--- src/rtl/fpiss_pkg.sv ---
package fpiss_pkg;
  localparam int REGW = 5;
  localparam int CNTW = 6;

  typedef enum logic [1:0] {
    UNIT_INT = 2'd0,
    UNIT_ADD = 2'd1,
    UNIT_MUL = 2'd2,
    UNIT_DIV = 2'd3
  } unit_e;

  // strobes from the decision logic to the tracking state
  typedef struct packed {
    logic            issue;
    logic            track;
    logic            isDiv;
    logic [REGW-1:0] dst;
    logic [CNTW-1:0] lat;
  } strobe_t;
endpackage

--- src/rtl/fpiss_track.sv ---
module fpiss_track
  import fpiss_pkg::*;
#(
  parameter int NREG    = 32,
  parameter int LAT_DIV = 24,
  localparam int PORTW  = LAT_DIV + 1
) (
  input  logic                           clk,
  input  logic                           rstN,
  input  strobe_t                        strb,
  output logic [NREG-1:0][CNTW-1:0]      pendCnt,
  output logic [PORTW-1:0]               portRes,
  output logic                           divBusy
);

  logic [CNTW-1:0]  divCnt;
  logic [PORTW-1:0] portSet;
  logic             record;

  assign record  = strb.issue && strb.track;
  assign divBusy = (divCnt != '0);

  // per-register countdown until the result can be read
  for (genvar r = 0; r < NREG; r++) begin : gPend
    always_ff @(posedge clk) begin
      if (!rstN) begin
        pendCnt[r] <= '0;
      end else if (record && (strb.dst == REGW'(r))) begin
        pendCnt[r] <= strb.lat - CNTW'(1);
      end else if (pendCnt[r] != '0) begin
        pendCnt[r] <= pendCnt[r] - CNTW'(1);
      end
    end
  end

  always_comb begin
    portSet = '0;
    if (record) portSet[strb.lat - CNTW'(1)] = 1'b1;
  end

  // bit k set: the write port is taken k cycles from now
  always_ff @(posedge clk) begin
    if (!rstN) portRes <= '0;
    else       portRes <= (portRes >> 1) | portSet;
  end

  always_ff @(posedge clk) begin
    if (!rstN) begin
      divCnt <= '0;
    end else if (strb.issue && strb.isDiv) begin
      divCnt <= CNTW'(LAT_DIV - 1);
    end else if (divCnt != '0) begin
      divCnt <= divCnt - CNTW'(1);
    end
  end

  AST_PORT_FREE_AT_ISSUE: assert property (@(posedge clk) disable iff (!rstN)
    record |-> !portRes[strb.lat]);
  AST_DIV_IDLE_AT_ISSUE: assert property (@(posedge clk) disable iff (!rstN)
    (strb.issue && strb.isDiv) |-> !divBusy);
  AST_DIV_OCCUPIED_AFTER: assert property (@(posedge clk) disable iff (!rstN)
    (strb.issue && strb.isDiv) |=> divBusy);
  AST_PEND_LOADED: assert property (@(posedge clk) disable iff (!rstN)
    record |=> (pendCnt[$past(strb.dst)] == $past(strb.lat) - CNTW'(1)));
  AST_PORT_MARKED: assert property (@(posedge clk) disable iff (!rstN)
    record |=> portRes[$past(strb.lat) - CNTW'(1)]);
  AST_IDLE_HOLDS_DIV: assert property (@(posedge clk) disable iff (!rstN)
    (!strb.issue && !divBusy) |=> !divBusy);

endmodule

--- src/rtl/fpiss_ctrl.sv ---
module fpiss_ctrl
  import fpiss_pkg::*;
#(
  parameter int NREG    = 32,
  parameter int LAT_INT = 1,
  parameter int LAT_ADD = 4,
  parameter int LAT_MUL = 7,
  parameter int LAT_DIV = 24,
  localparam int PORTW  = LAT_DIV + 1
) (
  input  logic                      clk,
  input  logic                      rstN,
  input  logic                      decValid,
  input  logic [1:0]                decUnit,
  input  logic [REGW-1:0]           decDst,
  input  logic [REGW-1:0]           decSrcA,
  input  logic                      decSrcAEn,
  input  logic [REGW-1:0]           decSrcB,
  input  logic                      decSrcBEn,
  input  logic [NREG-1:0][CNTW-1:0] pendCnt,
  input  logic [PORTW-1:0]          portRes,
  input  logic                      divBusy,
  output logic                      stall,
  output logic                      issue,
  output logic                      stallDiv,
  output logic                      stallPort,
  output logic                      stallRaw,
  output logic                      stallWaw,
  output strobe_t                   strb
);

  unit_e           unit;
  logic            isFp;
  logic [CNTW-1:0] lat;
  logic            rawA, rawB;

  always_comb begin
    unit = unit_e'(decUnit);
    isFp = (unit != UNIT_INT);
    unique case (unit)
      UNIT_ADD: lat = CNTW'(LAT_ADD);
      UNIT_MUL: lat = CNTW'(LAT_MUL);
      UNIT_DIV: lat = CNTW'(LAT_DIV);
      default:  lat = CNTW'(LAT_INT);
    endcase

    rawA      = decSrcAEn && (pendCnt[decSrcA] != '0);
    rawB      = decSrcBEn && (pendCnt[decSrcB] != '0);
    stallRaw  = decValid && isFp && (rawA || rawB);
    stallWaw  = decValid && isFp && (pendCnt[decDst] > lat);
    stallPort = decValid && isFp && portRes[lat];
    stallDiv  = decValid && (unit == UNIT_DIV) && divBusy;
    stall     = stallRaw || stallWaw || stallPort || stallDiv;
    issue     = decValid && !stall;

    strb.issue = issue;
    strb.track = isFp;
    strb.isDiv = (unit == UNIT_DIV);
    strb.dst   = decDst;
    strb.lat   = lat;
  end

  AST_ISSUE_NEEDS_VALID: assert property (@(posedge clk) disable iff (!rstN)
    issue |-> decValid);
  AST_ISSUE_SRC_A_READY: assert property (@(posedge clk) disable iff (!rstN)
    (issue && isFp && decSrcAEn) |-> (pendCnt[decSrcA] == '0));
  AST_ISSUE_SRC_B_READY: assert property (@(posedge clk) disable iff (!rstN)
    (issue && isFp && decSrcBEn) |-> (pendCnt[decSrcB] == '0));
  AST_ISSUE_NO_LATE_WRITER: assert property (@(posedge clk) disable iff (!rstN)
    (issue && isFp) |-> (pendCnt[decDst] <= lat));
  AST_INT_NEVER_HELD: assert property (@(posedge clk) disable iff (!rstN)
    (decValid && !isFp) |-> issue);

endmodule

--- src/rtl/fpiss_top.sv ---
module fpiss_top
  import fpiss_pkg::*;
#(
  parameter int NREG    = 32,
  parameter int LAT_INT = 1,
  parameter int LAT_ADD = 4,
  parameter int LAT_MUL = 7,
  parameter int LAT_DIV = 24
) (
  input  logic       clk,
  input  logic       rstN,
  input  logic       decValid,
  input  logic [1:0] decUnit,
  input  logic [4:0] decDst,
  input  logic [4:0] decSrcA,
  input  logic       decSrcAEn,
  input  logic [4:0] decSrcB,
  input  logic       decSrcBEn,
  output logic       stall,
  output logic       issue,
  output logic       stallDiv,
  output logic       stallPort,
  output logic       stallRaw,
  output logic       stallWaw
);

  localparam int PORTW = LAT_DIV + 1;

  strobe_t                   strb;
  logic [NREG-1:0][CNTW-1:0] pendCnt;
  logic [PORTW-1:0]          portRes;
  logic                      divBusy;

  fpiss_ctrl #(
    .NREG(NREG), .LAT_INT(LAT_INT), .LAT_ADD(LAT_ADD),
    .LAT_MUL(LAT_MUL), .LAT_DIV(LAT_DIV)
  ) uCtrl (
    .clk(clk), .rstN(rstN),
    .decValid(decValid), .decUnit(decUnit), .decDst(decDst),
    .decSrcA(decSrcA), .decSrcAEn(decSrcAEn),
    .decSrcB(decSrcB), .decSrcBEn(decSrcBEn),
    .pendCnt(pendCnt), .portRes(portRes), .divBusy(divBusy),
    .stall(stall), .issue(issue),
    .stallDiv(stallDiv), .stallPort(stallPort),
    .stallRaw(stallRaw), .stallWaw(stallWaw),
    .strb(strb)
  );

  fpiss_track #(
    .NREG(NREG), .LAT_DIV(LAT_DIV)
  ) uTrack (
    .clk(clk), .rstN(rstN), .strb(strb),
    .pendCnt(pendCnt), .portRes(portRes), .divBusy(divBusy)
  );

endmodule

--- config.mk ---
export PLATFORM = sky130hd
export DESIGN_NAME = fpiss_top
export DESIGN_NICKNAME = d
export VERILOG_FILES = /design/src/rtl/fpiss_pkg.sv /design/src/rtl/fpiss_track.sv /design/src/rtl/fpiss_ctrl.sv /design/src/rtl/fpiss_top.sv
export SDC_FILE = /design/constraint.sdc
export NUM_CORES = 1
export LEC_CHECK = 0
export BUFFER_PORTS_ARGS = -buffer_cell sky130_fd_sc_hd__buf_2
export CAP_MARGIN = 30
export CORE_ASPECT_RATIO = 1.75
export CORE_UTILIZATION = 60
export CTS_BUF_LIST = sky130_fd_sc_hd__clkbuf_8
export CTS_CLUSTER_DIAMETER = 40
export DETAILED_ROUTE_END_ITERATION = 8
export PLACE_DENSITY = 0.77
export SYNTH_ARGS = -nofsm -noshare
export SYNTH_HDL_FRONTEND = slang
export SYNTH_SLANG_ARGS = --single-unit
--- constraint.sdc ---
create_clock -name clk -period 15.56 [get_ports clk]
set_clock_uncertainty 0.05 [all_clocks]
set_input_delay 3.112 -clock clk [delete_from_list [all_inputs] [get_ports clk]]
set_output_delay 3.112 -clock clk [all_outputs]
set_load 0.1 [all_outputs]
==> Yosys cells after proc, flatten, opt, wreduce, memory -nomap -nowiden <==
Index checks and enable logic that the tools add are counted.
{ "totals": {"regBits": 223, "input_bits": 22, "output_inout_bits": 6} }
{ "op_classes": {"n_mux": 78, "order_cmp": 7, "reduce_logical": 120, "addsub": 34, "bitwise_logic": 2, "eq_ne": 34} }
{ "op_table": {"columns": ["operator", "n"], "rows": [
  ["2-to-1 mux 6 bit", 67],
  ["nonzero test 6 bit", 35],
  ["subtractor 6 x 1 -> 6 bit (second input constant)", 33],
  ["binary-select mux 6 bit (select 5 bit)", 3],
  ["== test 5 bit (second input constant)", 16],
  ["nonzero test 2 bit", 34],
  ["logical AND 1 bit", 44],
  ["== test 5 x 4 -> 1 bit (second input constant)", 8],
  ["2-to-1 mux 25 bit", 1],
  ["OR 24 x 25 -> 25 bit", 1],
  ["< comparator 5 x 6 -> 1 bit (second input constant)", 4],
  ["== test 5 x 3 -> 1 bit (second input constant)", 4],
  ["case mux 5 bit (3 select lines)", 1],
  ["== test 5 x 2 -> 1 bit (second input constant)", 2],
  ["2-to-1 mux 5 bit", 2],
  ["greater-or-equal comparator 6 x 1 -> 1 bit (second input constant)", 1],
  ["greater-than comparator 6 x 5 -> 1 bit", 1],
  ["< comparator 6 bit (second input constant)", 1],
  ["subtractor 5 x 1 -> 6 bit (second input constant)", 1],
  ["binary-select mux 1 bit (select 5 bit)", 1],
  ["demux 1 bit (select 5 bit)", 1],
  ["== test 5 x 1 -> 1 bit (second input constant)", 1],
  ["logical NOT 5 bit", 1],
  ["== test 2 bit (second input constant)", 2],
  ["other kinds (6)", 10]
]} }

==> Logic depth before layout (Yosys ltp) <==
{ "depth": {"depth_word": 14, "ltp_mapped": 20, "mapped_depth_nobuf": 12} }

==> Cells and area by module <==
A second synthesis with hierarchy kept.
{ "unflattened": {"hier_cells": 1877, "area_unflattened_um2": 15223.4} }
{ "by_module_without_submodules": {"columns": ["module", "area_each_um2", "cells_each", "n_inst"], "rows": [
  ["fpiss_track", 11872.6, 1523, 1],
  ["fpiss_ctrl", 3350.7, 354, 1]
]} }

==> Least setup slack after synthesis <==
OpenSTA, ideal clock, no wires.
{ "synth_timing": {"path_kind": "input to output", "start": "input port decDst[0]", "end": "output port issue", "path_slack_ns": 3.384, "cell_stages": 15, "arrival_ns": 9.014, "t_required_ns": 12.398, "path_cell_list": "clkbuf_1 -> buf_2 -> buf_1 -> mux4_2 -> mux4_2 -> mux2_2 -> ha_1 -> a211oi_1 -> o21ai_0 -> nor2_1 -> o21ai_0 -> nor4_1 -> and3_1 -> a21oi_1 -> nor3b_1"} }
{ "synth_via": {"elab_chain_len": 9} }
{ "synth_lines": {"columns": ["item", "line", "source"], "rows": [
  ["from (decl)", "fpiss_top.sv:14", "input logic [4:0] decDst,"],
  ["binary-select mux 6 bit (select 5 bit)", "fpiss_ctrl.sv:50", "stallWaw = decValid && isFp && (pendCnt[decDst] > lat);"],
  ["2-to-1 mux 6 bit (implied by the code)", "fpiss_ctrl.sv:50", null],
  ["greater-than comparator 6 x 5 -> 1 bit", "fpiss_ctrl.sv:50", null],
  ["logical AND 1 bit", "fpiss_ctrl.sv:50", null],
  ["logical OR 1 bit (3 in a row)", "fpiss_ctrl.sv:53", "stall = stallRaw || stallWaw || stallPort || stallDiv;"],
  ["logical NOT 1 bit", "fpiss_ctrl.sv:54", "issue = decValid && !stall;"],
  ["logical AND 1 bit", "fpiss_ctrl.sv:54", null],
  ["to (decl)", "fpiss_top.sv:20", "output logic issue,"]
]} }
No other way between the ends. The select of a mux whose other input is x is not followed.

==> Final worst setup path <==
Same ends and word-level chain as after synthesis.

==> impl_metrics.tcl <==
set metrics [dict create \
    status "completed" \
    drtPass1Iterations 6 \
    yosys.area_share.simple 0.232 \
    grt_pass1_vias 13700 \
    grt_antenna_before_repair 3 \
    place.gp.congestion 1.01 \
    timing.slew.headroom 0.269 \
    leakage_nw 7.55 \
    synth-seq-cells 223 \
    crit_fanout 54 \
    yosysMostFrequentCell "dfxtp_1" \
    routed-via-count 14100 \
    drv_slew 0 \
    place_ws_ns 4.90 \
    avgSynthCellArea_um2 9.24 \
    cts-resized-gates 0 \
    die_area_um2 26200 \
    finalHoldViolCount 0 \
    final_nets 1714 \
    critPathArrivalTime_ns 7.56 \
    post_drt_wl_per_cell_um 26.4 \
    numCtsBuffers 38 \
    grt_usage 0.406 \
    critPathLaunchType "input port" \
    io_pins 28 \
    ys_top_cells_by_area "dfxtp_1, mux2i_1, mux4_2" \
    synth-xor-area-share 0.0577 \
    fin_crit_sh 0.689 \
    clock_path_buffers 3 \
    reg2reg_depth 13 \
    area_delta_synth_final_pct 6.49 \
    power.density_nw_per_um2 200 \
    rrSetupSlack_ns 10.17 \
    grt_pass1_wl_um 78700 \
    timing.fmax_ghz 0.0932 \
    root_buffer "clkbuf_8" \
    postCtsSetupBuffers 0 \
    setup_tns_ns 0 \
    clk_pin_slew_ns 0.07 \
    synth_edf_count 0 \
    synth_common_cells "dfxtp_1, mux2i_1, nand2_1, nor2_1, nand3_1" \
    worst_slew_pin_slew_ns 1.09 \
    vias_per_cell 7.10 \
    die_y_um 213 \
    critical_path_class "input port to output pin" \
    synth_warnings 0 \
    synth_top_cell_by_area "dfxtp_1" \
    crit_path_end_kind "output pin" \
    clk_latency_ns 0.57 \
    numPortBuffers 27 \
    rsz0062_at_grt "no" \
    ys_types 77 \
    cts.htree.levels 2 \
    dieWidth_um 123 \
    num_rows 77 \
    muxShareOfSynthArea 0.214 \
    grt_max_degree 126 \
    synth_top_family_by_area "simple AND/OR/NAND/NOR gates" \
    core_area_um2 25100 \
    synth_compound_area_frac 0.114 \
    async_flop_share 0 \
    ys.flop_type "dfxtp_1" \
    ir_drop_mv 0.0836 \
    start_util 0.610 \
    synth_fa_ha_area_frac 0.0383 \
    totalWireLength_um 52500 \
    finalCriticalPeriod_ns 10.72 \
    drive_above_1_share 0.130 \
    hold_buffers 0 \
    netlist_area_um2 15300 \
    critPathRequiredTime_ns 12.40 \
    hpwl_um 36300 \
    syn_inst 1659 \
    setup_slack_ns 4.84 \
    holdPathStages 2 \
    syn-num-nets 1728 \
    drv_cap 0 \
    setup_viol 0 \
    yosysTopAreaCellShare 0.291 \
    tritoncts "done" \
    first_iter_violations 1353 \
    ant_nets 0 \
    grt.overflow.total 0 \
    hp-class "flop to flop" \
    drc 0 \
    synth-seq-area-share 0.291 \
    clock-sinks 223 \
]
kinds of logic (layout without fill, tap and decap cells):
kind of cell | Yosys count | after routing
compound gates | 247 | 247
xor+xnor | 101 | 101
fa+ha+maj | 47 | 47
buf+inv | 185 | 197
flops | 223 | 223
mux | 250 | 250
other cells | 0 | 3
simple gates | 606 | 606
path summary, 6_finish.rpt:
path,from,to
max,decDst[0],issue
min,uTrack.portRes[22],uTrack.portRes[21]
max reg2reg,uTrack.pendCnt[26],uTrack.pendCnt[71]
min reg2reg,uTrack.portRes[22],uTrack.portRes[21]
registers in the layout, summed over array words and instances, names as in the netlist:
signal,cells
uTrack.portRes,25
uTrack.divCnt,6
uTrack.pendCnt,192
routing by layer:
layer	up-vias	part of all wire	track usage
li1	6139	-	-
met1	6800	0.33	0.401
met2	838	0.49	0.696
met3	357	0.072	0.0816
met4	0	0.11	0.389
met5	-	0	0
worst max-delay path, stage by stage:
cell and delay (ns):
buf_2 0.07, buf_4 0.63, mux4_2 0.60, mux4_2 0.49, mux2_2 0.28, ha_1 0.29
a211oi_1 0.24, o21ai_0 0.11, nor2_1 0.08, o21ai_0 0.17, nor4_1 0.38, and3_1 0.20
a21oi_1 0.16, nor3b_1 0.21, buf_2 0.45
final cells by class:
type                       count  area [µm²]
antenna                        3        7.51
clock buffer                  50         688
clock inverter                16         105
fill                        2083        8810
inverter                      84         315
multi-input combinational   1251       10100
sequential                   223        4460
tap                          316         395
timing repair buffer          47         305
through the flow:
| step | instance area, µm² | util | instances | hold WS [ns] | power [mW] |
|---|---|---|---|---|---|
| floorplan | 15300 | - | 1659 | 0.351 | 2.22 |
| global placement | 15500 | 0.616 | 1918 | 0.370 | 2.58 |
| detailed placement | 15500 | 0.616 | 1918 | 0.375 | 2.64 |
| CTS | 16300 | 0.648 | 1984 | 0.386 | 3.21 |
| global route | 16300 | 0.649 | 1987 | 0.405 | 3.45 |
| finish | 16300 | 0.650 | 1990 | 0.370 | 3.26 |
report_power, final:
group	switching (mW)	internal (mW)	total, mW	leakage (nW)
logic	0.868	0.698	1.57	5.28
registers	0.371	0.763	1.13	1.84
clock network	0.257	0.305	0.562	0.439
placed cells by master, fill, tap and decap left out, types with 6 or more instances in the layout:
| cell | instances |
|---|---|
| ha_1 | 47 |
| and2_1 | 9 |
| buf_2 | 27 |
| o31ai_1 | 9 |
| a21oi_1 | 29 |
| nand4_1 | 9 |
| clkbuf_8 | 50 |
| nor2b_1 | 15 |
| xnor2_1 | 52 |
| mux2_2 | 6 |
| o31a_1 | 10 |
| nor3b_1 | 14 |
| a211oi_1 | 7 |
| buf_4 | 17 |
| and4_1 | 26 |
| xor2_1 | 49 |
| nand3b_1 | 8 |
| nand2b_1 | 13 |
| a31oi_1 | 11 |
| mux2i_1 | 182 |
| a22oi_1 | 6 |
| o211ai_1 | 49 |
| nand4_2 | 14 |
| and4b_1 | 17 |
| and3_1 | 14 |
| nand3_1 | 87 |
| dfxtp_1 | 223 |
| nand4_4 | 18 |
| mux4_2 | 61 |
| nor4_1 | 23 |
| o22ai_1 | 8 |
| o21ai_0 | 49 |
| nor3_1 | 62 |
| nand2_1 | 147 |
| nor2_1 | 104 |
| a21boi_0 | 21 |
| inv_1 | 92 |
(Power assumes the default switching activity.)
